File: src/rtl/tourney_bp.sv
module tourney_bp #(
  parameter int PC_W   = 32,
  parameter int HIST_W = 8,
  parameter int LOC_W  = 8
) (
  input  logic              clk,
  input  logic              rst_n,
  input  logic [PC_W-1:0]   pred_pc,
  output logic              pred_taken,
  output logic              pred_glob,
  output logic              pred_loc,
  output logic [HIST_W-1:0] pred_hist,
  input  logic              upd_valid,
  input  logic [PC_W-1:0]   upd_pc,
  input  logic [HIST_W-1:0] upd_hist,
  input  logic              upd_taken,
  input  logic              upd_glob,
  input  logic              upd_loc
);
  localparam int G_N = 1 << HIST_W;
  localparam int L_N = 1 << LOC_W;

  logic [1:0]        gtab [G_N];
  logic [1:0]        ltab [L_N];
  logic [1:0]        stab [L_N];
  logic [HIST_W-1:0] ghist;

  function automatic logic [1:0] step2(input logic [1:0] c, input logic up);
    if (up) return (c == 2'b11) ? c : c + 2'd1;
    else    return (c == 2'b00) ? c : c - 2'd1;
  endfunction

  wire [HIST_W-1:0] g_ri = pred_pc[HIST_W-1:0] ^ ghist;
  wire [LOC_W-1:0]  l_ri = pred_pc[LOC_W-1:0];
  wire [HIST_W-1:0] g_wi = upd_pc[HIST_W-1:0] ^ upd_hist;
  wire [LOC_W-1:0]  l_wi = upd_pc[LOC_W-1:0];

  wire g_ok = (upd_glob == upd_taken);
  wire l_ok = (upd_loc == upd_taken);

  assign pred_glob  = gtab[g_ri][1];
  assign pred_loc   = ltab[l_ri][1];
  assign pred_taken = stab[l_ri][1] ? pred_glob : pred_loc;
  assign pred_hist  = ghist;

  always_ff @(posedge clk) begin
    if (!rst_n) begin
      ghist <= '0;
      for (int i = 0; i < G_N; i++) gtab[i] <= 2'b01;
    end else if (upd_valid) begin
      ghist       <= {ghist[HIST_W-2:0], upd_taken};
      gtab[g_wi]  <= step2(gtab[g_wi], upd_taken);
    end
  end

  always_ff @(posedge clk) begin
    if (!rst_n) begin
      for (int i = 0; i < L_N; i++) begin
        ltab[i] <= 2'b01;
        stab[i] <= 2'b10;
      end
    end else if (upd_valid) begin
      ltab[l_wi] <= step2(ltab[l_wi], upd_taken);
      if (g_ok != l_ok) stab[l_wi] <= step2(stab[l_wi], g_ok);
    end
  end
endmodule


File: config.mk
export PLATFORM = sky130hd
export DESIGN_NAME = tourney_bp
export DESIGN_NICKNAME = d
export VERILOG_FILES = /design/src/rtl/tourney_bp.sv
export SDC_FILE = /design/constraint.sdc
export NUM_CORES = 2
export LEC_CHECK = 0
export BUFFER_PORTS_ARGS = -buffer_cell sky130_fd_sc_hd__buf_2
export CORE_MARGIN = 1
export CORE_UTILIZATION = 40
export DETAILED_ROUTE_END_ITERATION = 12
export PLACE_DENSITY_LB_ADDON = 0.2
export SLEW_MARGIN = 20
export SYNTH_ARGS = -nofsm -noshare
export SYNTH_HDL_FRONTEND = slang
export SYNTH_SLANG_ARGS = --single-unit
File: constraint.sdc
create_clock -name clk -period 8 [get_ports clk]
set_clock_uncertainty 0.1 [all_clocks]
set_input_delay 1.2 -clock clk [delete_from_list [all_inputs] [get_ports clk]]
set_output_delay 1.2 -clock clk [all_outputs]
set_load 0.02 [all_outputs]
==> flow_summary.toml <==
[run_status]
status = "complete, no violations"

[drt]
antenna_left = 0
routedWlPerCell_microns = 32.6
vias = 55903
dr.first_iter.drc_count = 7607
wl_microns = 278000
dr.pass1.iters = 6
route.detailed.drc = 0
drt-vias-per-instance = 6.56

[critical_path]
path_max_fanout = 32
critPathArrivalTime_ns = 5.24
start_kind = "input pin"
criticalPathCategory = "in -> out"
worstPathRequired_ns = 6.70
end_kind = "output port"

[clocking]
cts_max_level = 4
cts_buffers = 174
cts_tree = "yes"
postCtsResizedCells = 0
ctsHoldBuffers = 0
cts-root-buf = "clkbuf_16"
cts_sinks = 1544
postCtsSetupBuffers = 0
clkTransAtPathRegs_ns = 0.06
cts_max_path_buffers = 3
worstSkewPairLatency_ns = 0.82

[sta]
fmax_ghz = 0.153
final_hold_viol_count = 0
setup_tns_ns = 0
finalSetupViolCount = 0
maxSlewViolCount = 0
fin_ws_ns = 1.46
fin_crit_ns = 6.54
rsz0062_at_grt = "false"
fin_crit_sh = 0.817
worst_slew_pin_slew_ns = 1.20
slew_headroom = 0.195

[global_route]
grt_pass1_vias = 55562
grt.overflow.total = 0
antenna_found_initial = 3
grt_pass1_wl_microns = 398000
grt_start_max_net_pins = 235
grtUsageTotal = 0.271

[synthesis]
synth_area_sq_um = 80400
synth_cells = 6132
syn_nets = 6210
async_flop_share = 0
ys_dominant_reg_cell = "edfxtp_1"
synth_seq_cells = 1544
synth_edf_count = 1536
yosysTopAreaCell = "edfxtp_1"
yosysWarnings = 0
synth_area_per_cell_sq_um = 13.1
yosys.area.top_type_share = 0.574
synth_area_leaders = "edfxtp_1 57%, mux4_2 18%, nand3_1 4.9%, nor3_1 4.3%, o21ai_0 4.2%"
synth_cell_types = 51
synth_most_common_cell = "edfxtp_1"
yosys-top-cells-count = "1536 x edfxtp_1, 794 x nand3_1, 683 x nor3_1, 679 x o21ai_0, 633 x mux4_2"
yosysSeqAreaShare = 0.576

[power_and_ir_drop]
p_total_uw = 19400
peakVddDrop_mv = 0.226
p_per_area_nw_per_um2 = 221
power.leakage_uw = 0.0242

[job]
cap_violations = 0

[layout]
syn_to_final_growth_pct = 9.41
layout-drive-gt1-share = 0.214
design_area_sq_um = 87900
fill_cells = 17966
stdcell_count = 8521
num-nets-final = 5807

[placement]
dp.cells = 8207
dp_slack_ns = 1.34
place_hpwl_microns = 163000
placed_cell_area_sq_um = 82600
place_congestion = 0.879
io_buffers = 40

[floorplanning]
ioPinCount = 89
fp.coreArea_sq_um = 200000
start_util = 0.403
rows = 164
dieArea_sq_um = 203000
die_height_microns = 450
die_w_microns = 450

[worst_hold_path]
hold_class = "reg -> reg"
-- layer usage --
layer | share of wire | global-route usage | vias to the layer above
li1 | - | - | 23248
met1 | 0.37 | 0.346 | 28938
met2 | 0.49 | 0.451 | 3090
met3 | 0.090 | 0.0474 | 625
met4 | 0.049 | 0.119 | 2
met5 | 0.000047 | 0 | -
-- placed cells by master (no fill, tap or decap), types with 5 or more instances in the layout --
cell       Yosys  layout
nand2b_1       7       7
nor3_1       683     683
o41ai_1        8       7
nor2_1       210     132
dfxtp_1        8       8
a41oi_1        8       8
buf_8          0       5
nand3_1      794     794
a21oi_1       37      36
or3_1          6       6
xor2_1        15      11
edfxtp_1    1536    1536
nand2_1      360     321
nand2_2        0      38
o22ai_1       44      44
clkinv_2       0      23
buf_12         0      31
clkbuf_16      0     178
buf_2        167      32
a22oi_1       40      40
mux2i_1      120     120
a211oi_1       8       8
mux4_2       633     633
nand4_1        6       6
bufinv_16      0       6
xnor2_1       15      14
a22o_1         5       5
clkbuf_1     581      40
and2_1         6       6
nor2b_1       17      17
nor2_2         0      76
nor4_1         5       5
buf_4         14     192
o21ai_0      679     679
clkinv_1       0      48
-- final cells by class --
class                   instances  area [sq um]  share of cell area
clock buffers                 218          4600              0.0524
well taps                    2656          3320              0.0378
clock inverters                93           677             0.00770
diodes                          1          2.50           0.0000285
inverters                       3          11.3            0.000128
multi-input cells            3744         30700               0.349
repair buffers                262          2320              0.0264
flip-flops and latches       1544         46300               0.526
-- critical path, stage by stage --
cell	delay (ns)
buf_6	0.35
xor2_4	0.70
nand3_1	0.73
o22ai_1	0.46
a211oi_1	0.08
a22oi_1	0.49
nand4_1	0.18
o41ai_1	0.12
buf_4	0.21
mux2_2	0.27
mux2_2	0.18
buf_2	0.16
-- stage by stage --
step / utilization / hold slack [ns]
after global placement: 0.414 / 0.463
after detailed placement: 0.414 / 0.474
after CTS: 0.440 / 0.474
after global routing: 0.440 / 0.536
final: 0.440 / 0.470
after floorplan: - / 0.512
-- final timing paths --
kind	to	from	slack, ns	depth (start not counted)
worst max register to register	stab[56][0]	stab[94][1]	3.52	10
worst max-delay path	pred_taken	pred_pc[1]	1.46	12
worst min-delay path	pred_hist[7]	pred_hist[6]	0.47	2
worst min register to register	pred_hist[7]	pred_hist[6]	0.47	2
-- power by group --
group          total (uW)  switching, uW  internal, uW
logic                2660           1900           762
clock network        7650           3390          4260
registers            9110           74.4          9040
-- registers in the layout, indices dropped and copies added, names as in the netlist --
signal / cells
gtab: 512
ltab: 512
stab: 512
pred_hist: 8
-- cells by family after synthesis --
| logic type | Yosys count | synth area share |
|---|---|---|
| fa+ha+maj | 4 | 0.000529 |
| compound gates | 849 | 0.0567 |
| buf+inv | 844 | 0.0473 |
| simple gates | 2104 | 0.123 |
| mux | 756 | 0.193 |
| flops | 1544 | 0.576 |
| xor+xnor | 31 | 0.00361 |
Note: power is estimated with default switching activity, not from simulation.
